<file path="config.mk">
export PLATFORM = sky130hd
export DESIGN_NAME = i2c_attn_slave
export DESIGN_NICKNAME = d
export VERILOG_FILES = /design/src/rtl/i2c_attn_slave.sv
export SDC_FILE = /design/constraint.sdc
export NUM_CORES = 1
export LEC_CHECK = 0
export BUFFER_PORTS_ARGS = -buffer_cell sky130_fd_sc_hd__buf_2
export CAP_MARGIN = 5
export CORE_MARGIN = 2
export CORE_UTILIZATION = 63
export CTS_BUF_LIST = sky130_fd_sc_hd__clkbuf_8 sky130_fd_sc_hd__clkbuf_16
export DETAILED_ROUTE_END_ITERATION = 16
export PLACE_DENSITY_LB_ADDON = 0.12
export REMOVE_ABC_BUFFERS = 1
export SLEW_MARGIN = 20
export SYNTH_ARGS = -nofsm -noshare
export SYNTH_HDL_FRONTEND = slang
export SYNTH_SLANG_ARGS = --single-unit
</file>
<file path="constraint.sdc">
create_clock -name clk -period 6.9 [get_ports clk]
set_input_delay 2.07 -clock clk [delete_from_list [all_inputs] [get_ports clk]]
set_output_delay 2.07 -clock clk [all_outputs]
set_load 0.005 [all_outputs]
</file>
<file path="src/rtl/i2c_attn_slave.sv">
module i2c_attn_slave #(
  parameter int         NREG      = 4,
  parameter logic [6:0] ADDR_BASE = 7'h30,
  parameter logic [7:0] ATTN_MASK = 8'hFF
) (
  input  logic                    clk,
  input  logic                    rst_n,
  input  logic                    scl_in,
  input  logic                    sda_in,
  output logic                    sda_oe,
  input  logic [1:0]              strap,
  input  logic                    uvlo,
  input  logic [7:0]              stat_in,
  output logic                    attn_n,
  output logic [8*(NREG-1)-1:0]   ctrl_out,
  output logic [NREG-2:0]         wr_stb
);
  localparam int NCTL = NREG - 1;
  localparam int PW   = $clog2(NREG);
  localparam logic [PW-1:0] STAT_IDX = PW'(NREG - 1);

  typedef enum logic [2:0] {S_IDLE, S_ADDR, S_REG, S_WDAT, S_ACK, S_RDAT, S_RACK} st_t;

  logic [2:0] scl_p, sda_p;
  logic       scl_s, sda_s, scl_q, sda_q;
  logic       start, stop, scl_rise, scl_fall;
  st_t        state, nxt;
  logic [3:0] bitcnt;
  logic [7:0] sh;
  logic [6:0] tx;
  logic       mack;
  logic [PW-1:0] ptr;
  logic [8*NCTL-1:0] ctrl_q;
  logic [7:0] stat_q, rd_val;
  logic       load_rd, stat_clr, rd_phase;
  logic [6:0] dev_addr;

  always_ff @(posedge clk or negedge rst_n)
    if (!rst_n) begin
      scl_p <= 3'b111;
      sda_p <= 3'b111;
    end else begin
      scl_p <= {scl_p[1:0], scl_in};
      sda_p <= {sda_p[1:0], sda_in};
    end

  assign scl_s    = scl_p[1];
  assign sda_s    = sda_p[1];
  assign scl_q    = scl_p[2];
  assign sda_q    = sda_p[2];
  assign start    = scl_s & scl_q & sda_q & ~sda_s;
  assign stop     = scl_s & scl_q & ~sda_q & sda_s;
  assign scl_rise = scl_s & ~scl_q;
  assign scl_fall = ~scl_s & scl_q;
  assign dev_addr = {ADDR_BASE[6:2], strap};
  assign rd_val   = (ptr == STAT_IDX) ? stat_q : ctrl_q[ptr*8 +: 8];
  assign ctrl_out = ctrl_q;
  assign rd_phase = (state == S_RDAT);

  assign load_rd  = !start && !stop && scl_fall &&
                    ((state == S_ACK && nxt == S_RDAT) || (state == S_RACK && mack));
  assign stat_clr = load_rd && (ptr == STAT_IDX);

  always_ff @(posedge clk or negedge rst_n)
    if (!rst_n) begin
      state  <= S_IDLE;
      nxt    <= S_IDLE;
      bitcnt <= '0;
      sh     <= '0;
      tx     <= '0;
      mack   <= 1'b0;
      ptr    <= '0;
      ctrl_q <= '0;
      sda_oe <= 1'b0;
      wr_stb <= '0;
    end else begin
      wr_stb <= '0;
      if (start) begin
        state  <= S_ADDR;
        bitcnt <= '0;
        sda_oe <= 1'b0;
      end else if (stop) begin
        state  <= S_IDLE;
        sda_oe <= 1'b0;
      end else begin
        case (state)
          S_ADDR, S_REG, S_WDAT:
            if (scl_rise && bitcnt != 4'd8) begin
              sh     <= {sh[6:0], sda_s};
              bitcnt <= bitcnt + 4'd1;
            end else if (scl_fall && bitcnt == 4'd8) begin
              if (uvlo || (state == S_ADDR && sh[7:1] != dev_addr)) begin
                state <= S_IDLE;
              end else begin
                sda_oe <= 1'b1;
                state  <= S_ACK;
                if (state == S_ADDR) begin
                  nxt <= sh[0] ? S_RDAT : S_REG;
                end else if (state == S_REG) begin
                  ptr <= sh[PW-1:0];
                  nxt <= S_WDAT;
                end else begin
                  if (ptr != STAT_IDX) begin
                    ctrl_q[ptr*8 +: 8] <= sh;
                    wr_stb <= {{(NCTL-1){1'b0}}, 1'b1} << ptr;
                  end
                  ptr <= ptr + PW'(1);
                  nxt <= S_WDAT;
                end
              end
            end
          S_ACK:
            if (scl_fall) begin
              bitcnt <= '0;
              state  <= nxt;
              if (nxt == S_RDAT) begin
                tx     <= rd_val[6:0];
                sda_oe <= ~rd_val[7];
                ptr    <= ptr + PW'(1);
                mack   <= 1'b0;
              end else begin
                sda_oe <= 1'b0;
              end
            end
          S_RDAT:
            if (scl_rise) begin
              bitcnt <= bitcnt + 4'd1;
            end else if (scl_fall) begin
              if (bitcnt == 4'd8) begin
                sda_oe <= 1'b0;
                state  <= S_RACK;
              end else begin
                sda_oe <= ~tx[6];
                tx     <= {tx[5:0], 1'b0};
              end
            end
          S_RACK:
            if (scl_rise) begin
              mack <= ~sda_s;
            end else if (scl_fall) begin
              if (mack) begin
                tx     <= rd_val[6:0];
                sda_oe <= ~rd_val[7];
                ptr    <= ptr + PW'(1);
                bitcnt <= '0;
                mack   <= 1'b0;
                state  <= S_RDAT;
              end else begin
                state <= S_IDLE;
              end
            end
          default: ;
        endcase
      end
    end

  always_ff @(posedge clk or negedge rst_n)
    if (!rst_n) begin
      stat_q <= '0;
      attn_n <= 1'b1;
    end else begin
      stat_q <= (stat_clr ? 8'h00 : stat_q) | stat_in;
      if (|(stat_in & ~stat_q & ATTN_MASK))
        attn_n <= 1'b0;
      else if (stat_clr)
        attn_n <= 1'b1;
    end
endmodule

</file>
==> impl_metrics.csv, run 1 <==
group,metric,value,unit
final_layout,drive_gt1_share,18.7,%
cts,insertion_delay,0.36,ns
detailed_routing,routed_wl,9080,um
pwr,ir_drop,169,uV
detailed_routing,drt_iter0_drc,317,
sta,worst_pin_slew,0.999,ns
yosys,ys_warn_count,0,
sta,setup_viol_count_final,0,
yosys,yosysUniqueCellTypes,54,
grt,grt_pass1_vias,2969,
detailed_routing,wl_per_cell,17.5,um
cts,cts_resized,0,
die,fp.dieArea,0.00670,mm2
detailed_routing,postRouteAntennaNets,0,
final_layout,finalNetCount,465,
yosys,synth_seq_cells,71,
yosys,synth_area,0.00382,mm2
sta,rsz0062_at_grt,"no",
sta,hold_viol,0,
pwr,p_total,837,uW
setup_path,start_kind,"input pin",
grt,grt_overflow,0,
setup_path,reg2reg_depth,6,
setup_path,path_max_fanout,9,
sta,maxSlewViolCount,0,
min_path,holdCritPathClass,"reg -> reg",
sta,period_share,49.4,%
yosys,syn_avg_cell_area,9.42,um2
yosys,synth_seq_area_share,46.8,%
grt,grt_max_degree,72,
placement,portBuffers,43,
min_path,min_delay_path_depth,0,
yosys,ys.flop_type,"dfrtp_1",
detailed_routing,vias_per_cell,6.22,
setup_path,cp_data_required_time,7.16,ns
detailed_routing,via_count,3234,
grt,antenna_found_initial,0,
final_layout,layout_common_cells,"nand2_1, dfrtp_1, buf_2",
die,die_w,81.8,um
placement,hpwl,6370,um
cts,cts_tree,"built",
final_layout,layout_commonest_cell,"nand2_1",
final_layout,area_growth,11.2,%
yosys,synth_edf_count,0,
cts,post_cts_buffers,0,
flow_run,drv_cap,0,
detailed_routing,drc,0,
cts,cts-root-buf,"clkbuf_8",
sta,fin_setup_tns,0,ns
run_status,status,"complete, no violations",
cts,ctsHtreeMaxLevel,3,
pwr,p_leak,1.95,nW
yosys,synth_cells,405,
cts,cts.sinks,71,
pwr,powerDensity,197,mW/mm2
sta,fin_skew,0.00914,ns
setup_path,critPathCaptureType,"register",
sta,relSlewSlack,33.2,%
die,row_count,28,
cts,clock_path_buffers,2,
setup_path,worstPathArrival,3.67,ns
setup_path,critPathKind,"in -> reg",
sta,min_period,3.41,ns
detailed_routing,drtPass1Iterations,5,
die,pin_count,44,
grt,grt_pass1_wl,14800,um
cts,hold_buffers,0,
die,coreArea,0.00589,mm2
cts,clkTransAtPathRegs,0.08,ns
placement,globalplace.congestion,0.896,
final_layout,diodes,0,
die,initial_core_util,64.8,%
yosys,async_flop_share,100,%
die,die_y,81.8,um
grt,grt_usage,29.8,%
cts,numCtsBuffers,9,
sta,fmax,0.293,GHz
-- cell usage after synthesis, types with 8 or more instances --
library cell | count | area, um2
nor2_1 | 14 | 52.6
nand2_1 | 65 | 244
ha_1 | 10 | 125
inv_1 | 25 | 93.8
nor3_1 | 8 | 40.0
dfrtp_1 | 64 | 1600
mux2_2 | 16 | 180
a21oi_1 | 19 | 95.1
a21o_1 | 9 | 67.6
o21ai_0 | 40 | 200
mux2i_1 | 11 | 110
clkbuf_1 | 14 | 52.6
-- critical path, stage by stage --
cell and delay [ns]:
buf_2 0.10, xnor2_1 0.13, and4_1 0.37, o21a_1 0.34, nand4b_1 0.35, o21ai_0 0.31
-- cell families (layout without fill, tap and decap cells) --
logic type | after synthesis | in the layout | share of synthesized area (%)
compound gates | 116 | 116 | 19.8
xor+xnor | 3 | 3 | 0.689
simple gates | 132 | 132 | 17.0
buf+inv | 45 | 85 | 4.56
flops | 71 | 71 | 46.8
mux | 27 | 27 | 7.61
fa+ha+maj | 11 | 11 | 3.54
-- power breakdown --
group	leakage [nW]	switching (mW)	internal [mW]
logic	0.942	0.0317	0.0248
registers	0.910	0.0247	0.431
clock network	0.0978	0.161	0.164
total	1.95	0.218	0.620
-- final timing paths --
path | start | to | slack [ns]
worst max-delay path | strap[1] | ctrl_out[21] | 3.49
worst min-delay path | sda_p[0] | sda_p[1] | 0.36
worst max register to register | scl_p[2] | ctrl_out[21] | 3.95
worst min register to register | sda_p[0] | sda_p[1] | 0.36
max in group asynchronous | rst_n | sh[5] | 4.42
min in group asynchronous | rst_n | bitcnt[0] | 1.92
-- flip-flops by register name, indices dropped and copies added (netlist names) --
register / flops
wr_stb: 3
state: 3
scl_p: 3
sda_oe: 1
ptr: 2
sh: 8
attn_n: 1
stat_q: 8
ctrl_out: 24
mack: 1
tx: 7
bitcnt: 4
nxt: 3
sda_p: 3
-- through the flow --
step | hold WS, ns | area, um2 | std cells | utilization, % | worst slack, ns
floorplan | 0.345 | 3740 | 385 | - | 3.65
global placement | 0.345 | 4050 | 504 | 68.9 | 3.27
detailed placement | 0.347 | 4050 | 504 | 68.9 | 3.16
CTS | 0.358 | 4240 | 520 | 72.1 | 3.52
global route | 0.369 | 4240 | 520 | 72.1 | 3.39
finish | 0.358 | 4240 | 520 | 72.1 | 3.49
-- layer usage --
layer | up-vias | share of wire, % | track usage (%) | wire, um
met3 | 13 | 7.3 | 5.60 | 664
met5 | - | 0 | 0 | 0
li1 | 1513 | - | - | -
met4 | 0 | 1.5 | 10.8 | 140
met2 | 140 | 45 | 44.2 | 4100
met1 | 1568 | 46 | 43.8 | 4170
-- final cells by class --
| type | count | area [um2] |
|---|---|---|
| Multi-Input combinational cell | 289 | 1860 |
| Sequential cell | 71 | 1790 |
| Fill cell | 478 | 1640 |
| Timing Repair Buffer | 44 | 223 |
| Clock buffer | 9 | 124 |
| Inverter | 25 | 93.8 |
| Tap cell | 75 | 93.8 |
| Clock inverter | 7 | 66.3 |
Power figures use the tool's default switching activity.
==> run 2, diff against run 1 <==
--- a/config.mk
+++ b/config.mk
@@ -5,10 +5,11 @@
 export SDC_FILE = /design/constraint.sdc
 export NUM_CORES = 1
 export LEC_CHECK = 0
+export ABC_AREA = 1
 export BUFFER_PORTS_ARGS = -buffer_cell sky130_fd_sc_hd__buf_2
 export CAP_MARGIN = 5
 export CORE_MARGIN = 2
-export CORE_UTILIZATION = 63
+export CORE_UTILIZATION = 59
 export CTS_BUF_LIST = sky130_fd_sc_hd__clkbuf_8 sky130_fd_sc_hd__clkbuf_16
 export DETAILED_ROUTE_END_ITERATION = 16
 export PLACE_DENSITY_LB_ADDON = 0.12
==> constraint.sdc (replaced) <==
create_clock -name clk -period 3.47 [get_ports clk]
set_input_delay 1.041 -clock clk [delete_from_list [all_inputs] [get_ports clk]]
set_output_delay 1.041 -clock clk [all_outputs]
set_load 0.005 [all_outputs]
==> run 2 against run 1 <==
Synthesized area up 3.8%. Global-route usage down 0.77 points. Die area increased by 10%. Cell count increased by 25%. Non-clock buffer count is 1 higher. Register-to-register slack worse by 2.9 ns. Worst hold slack improved by 0.0047 ns. Routed wire length is 9.2% higher. Core utilization decreased by 3.0 points. Critical path depth increased by 3. Via count rose by 13%. Critical endpoint is now state[0].
==> impl_metrics.csv, run 2 <==
group,metric,value,unit
sta,hold_viol,0,
yosys,synth_area,0.00396,mm2
sta,holdWs,0.362,ns
die,die_y,85.9,um
sta,rsz0062_at_grt,"no",
grt,grt_max_degree,43,
sta,setup_viol_count_final,0,
sta,maxSlewViolCount,0,
yosys,synth_top_area_cell,"dfrtp_1",
yosys,synth_cells,526,
sta,relSlewSlack,54.3,%
die,initial_core_util,61.7,%
yosys,syn_avg_cell_area,7.53,um2
grt,grt_usage,29.1,%
run_status,status,"complete, no violations",
yosys,yosys-top-cells-area,"dfrtp_1, nand2_1, o21ai_0",
sta,min_period,2.41,ns
grt,grt_pass1_vias,3466,
yosys,synth_seq_cells,71,
grt,antenna_found_initial,0,
cts,ctsHtreeMaxLevel,3,
die,die_w,85.9,um
setup_path,start_kind,"register",
die,row_count,29,
setup_path,critPathCaptureType,"register",
sta,period_share,69.4,%
final_layout,finalNonFillerCells,652,
cts,numCtsBuffers,9,
grt,grt_overflow,0,
yosys,yosysUniqueCellTypes,36,
detailed_routing,postRouteAntennaNets,0,
yosys,async_flop_share,100,%
setup_path,critPathKind,"reg -> reg",
final_layout,area_growth,12.0,%
detailed_routing,wl_per_cell,15.2,um
detailed_routing,drtPass1Iterations,5,
yosys,synth_seq_area_share,45.1,%
flow_run,drv_cap,0,
cts,cts_resized,0,
min_path,holdCritPathClass,"reg -> reg",
cts,cts-root-buf,"clkbuf_8",
final_layout,largest_reg_flops,24,
pwr,powerDensity,593,mW/mm2
final_layout,diodes,0,
die,pin_count,44,
detailed_routing,routed_wl,9920,um
placement,portBuffers,43,
cts,insertion_delay,0.35,ns
cts,hold_buffers,0,
yosys,ys_warn_count,0,
die,fp.dieArea,0.00739,mm2
cts,clkTransAtPathRegs,0.07,ns
placement,dp_cells,636,
cts,clock_path_buffers,2,
detailed_routing,vias_per_cell,5.61,
placement,hpwl,7220,um
die,coreArea,0.00642,mm2
final_layout,finalNetCount,595,
cts,post_cts_buffers,0,
yosys,synth_edf_count,0,
sta,fin_setup_tns,0,ns
final_layout,layout_common_cells,"nand2_1, o21ai_0, dfrtp_1",
setup_path,worstPathArrival,2.67,ns
grt,grt_pass1_wl,16600,um
setup_path,cpPeakStageDelay,0.57,ns
yosys,ys.flop_type,"dfrtp_1",
pwr,ir_drop,296,uV
cts,cts_tree,"built",
setup_path,slowest_stage,"dfstp_2",
final_layout,layout_commonest_cell,"nand2_1",
sta,fin_skew,0.0105,ns
sta,fmax,0.415,GHz
setup_path,cpMostUsedCell,"nand2_1",
final_layout,drive_gt1_share,15.0,%
yosys,ys_top_cells_by_count,"nand2_1, o21ai_0, dfrtp_1",
setup_path,path_max_fanout,18,
setup_path,cp_data_required_time,3.73,ns
sta,worst_pin_slew,0.685,ns
setup_path,path_cells,"ha_1, nand2_1, nand2_1, nand2_1, nand2_1, nand2_1, nor3_2, nand2_1, o21ai_0",
detailed_routing,drc,0,
final_layout,utilization,69.1,%
yosys,synth_most_common_cell,"nand2_1",
cts,cts.sinks,71,
pwr,p_total,2.63,mW
detailed_routing,via_count,3658,
detailed_routing,drt_iter0_drc,254,
yosys,synth.top_cell.area_share,40.4,%
final_layout,fillers,555,
placement,globalplace.congestion,0.982,
pwr,p_leak,2.33,nW
[run 2: cell type report]
type / instances / area [um2] / share of cell area, %
clock inverters: 5 / 56.3 / 1.27
flip-flops and latches: 71 / 1790 / 40.2
well taps: 77 / 96.3 / 2.17
clock buffers: 11 / 151 / 3.41
inverters: 49 / 184 / 4.15
multi-input cells: 394 / 1920 / 43.3
repair buffers: 45 / 243 / 5.47
[run 2: through the flow]
step	cell area, um2	worst slack [ns]
6_report	4440	1.06
5_1_grt	4440	0.836
4_1_cts	4440	1.08
3_5_place_dp	4230	1.04
3_3_place_gp	4230	1.09
2_1_floorplan	3890	1.44
[run 2: cells by family after synthesis]
kind of cell,count (synthesis),share of synthesized area (%)
AND/OR/NAND/NOR,279,30.2
buffers and inverters,61,6.44
adder cells (fa/ha/maj),10,3.16
flip-flops,71,45.1
XOR/XNOR,2,0.442
AO/OA/AOI/OAI,103,14.7
[run 2: power by group]
| group | switching, mW | leakage [nW] | internal (mW) |
|---|---|---|---|
| Sequential | 0.105 | 0.908 | 0.924 |
| Clock | 0.317 | 0.105 | 0.370 |
| Combinational | 0.634 | 1.32 | 0.281 |
[run 2: worst paths after layout]
check	start	endpoint	slack, ns	depth (start not counted)
worst max-delay path	scl_p[1]	state[0]	1.06	9
worst min-delay path	scl_p[0]	scl_p[1]	0.36	0
worst max register to register	scl_p[1]	state[0]	1.06	9
worst min register to register	scl_p[0]	scl_p[1]	0.36	0
max in group asynchronous	rst_n	attn_n	2.04	2
min in group asynchronous	rst_n	bitcnt[1]	0.72	1
[run 2: metal layers]
layer	part of all wire, %	global-route usage, %
met1	45	39.4
met2	47	45.6
met3	5.0	5.77
met4	3.5	12.4
met5	0	0
[run 2: critical path, delay by kind of cell, from the launching register on]
kind            cells  cell delay, ns
flops               1            0.57
simple gates        7            1.44
compound gates      1            0.10
fa+ha+maj           1            0.22
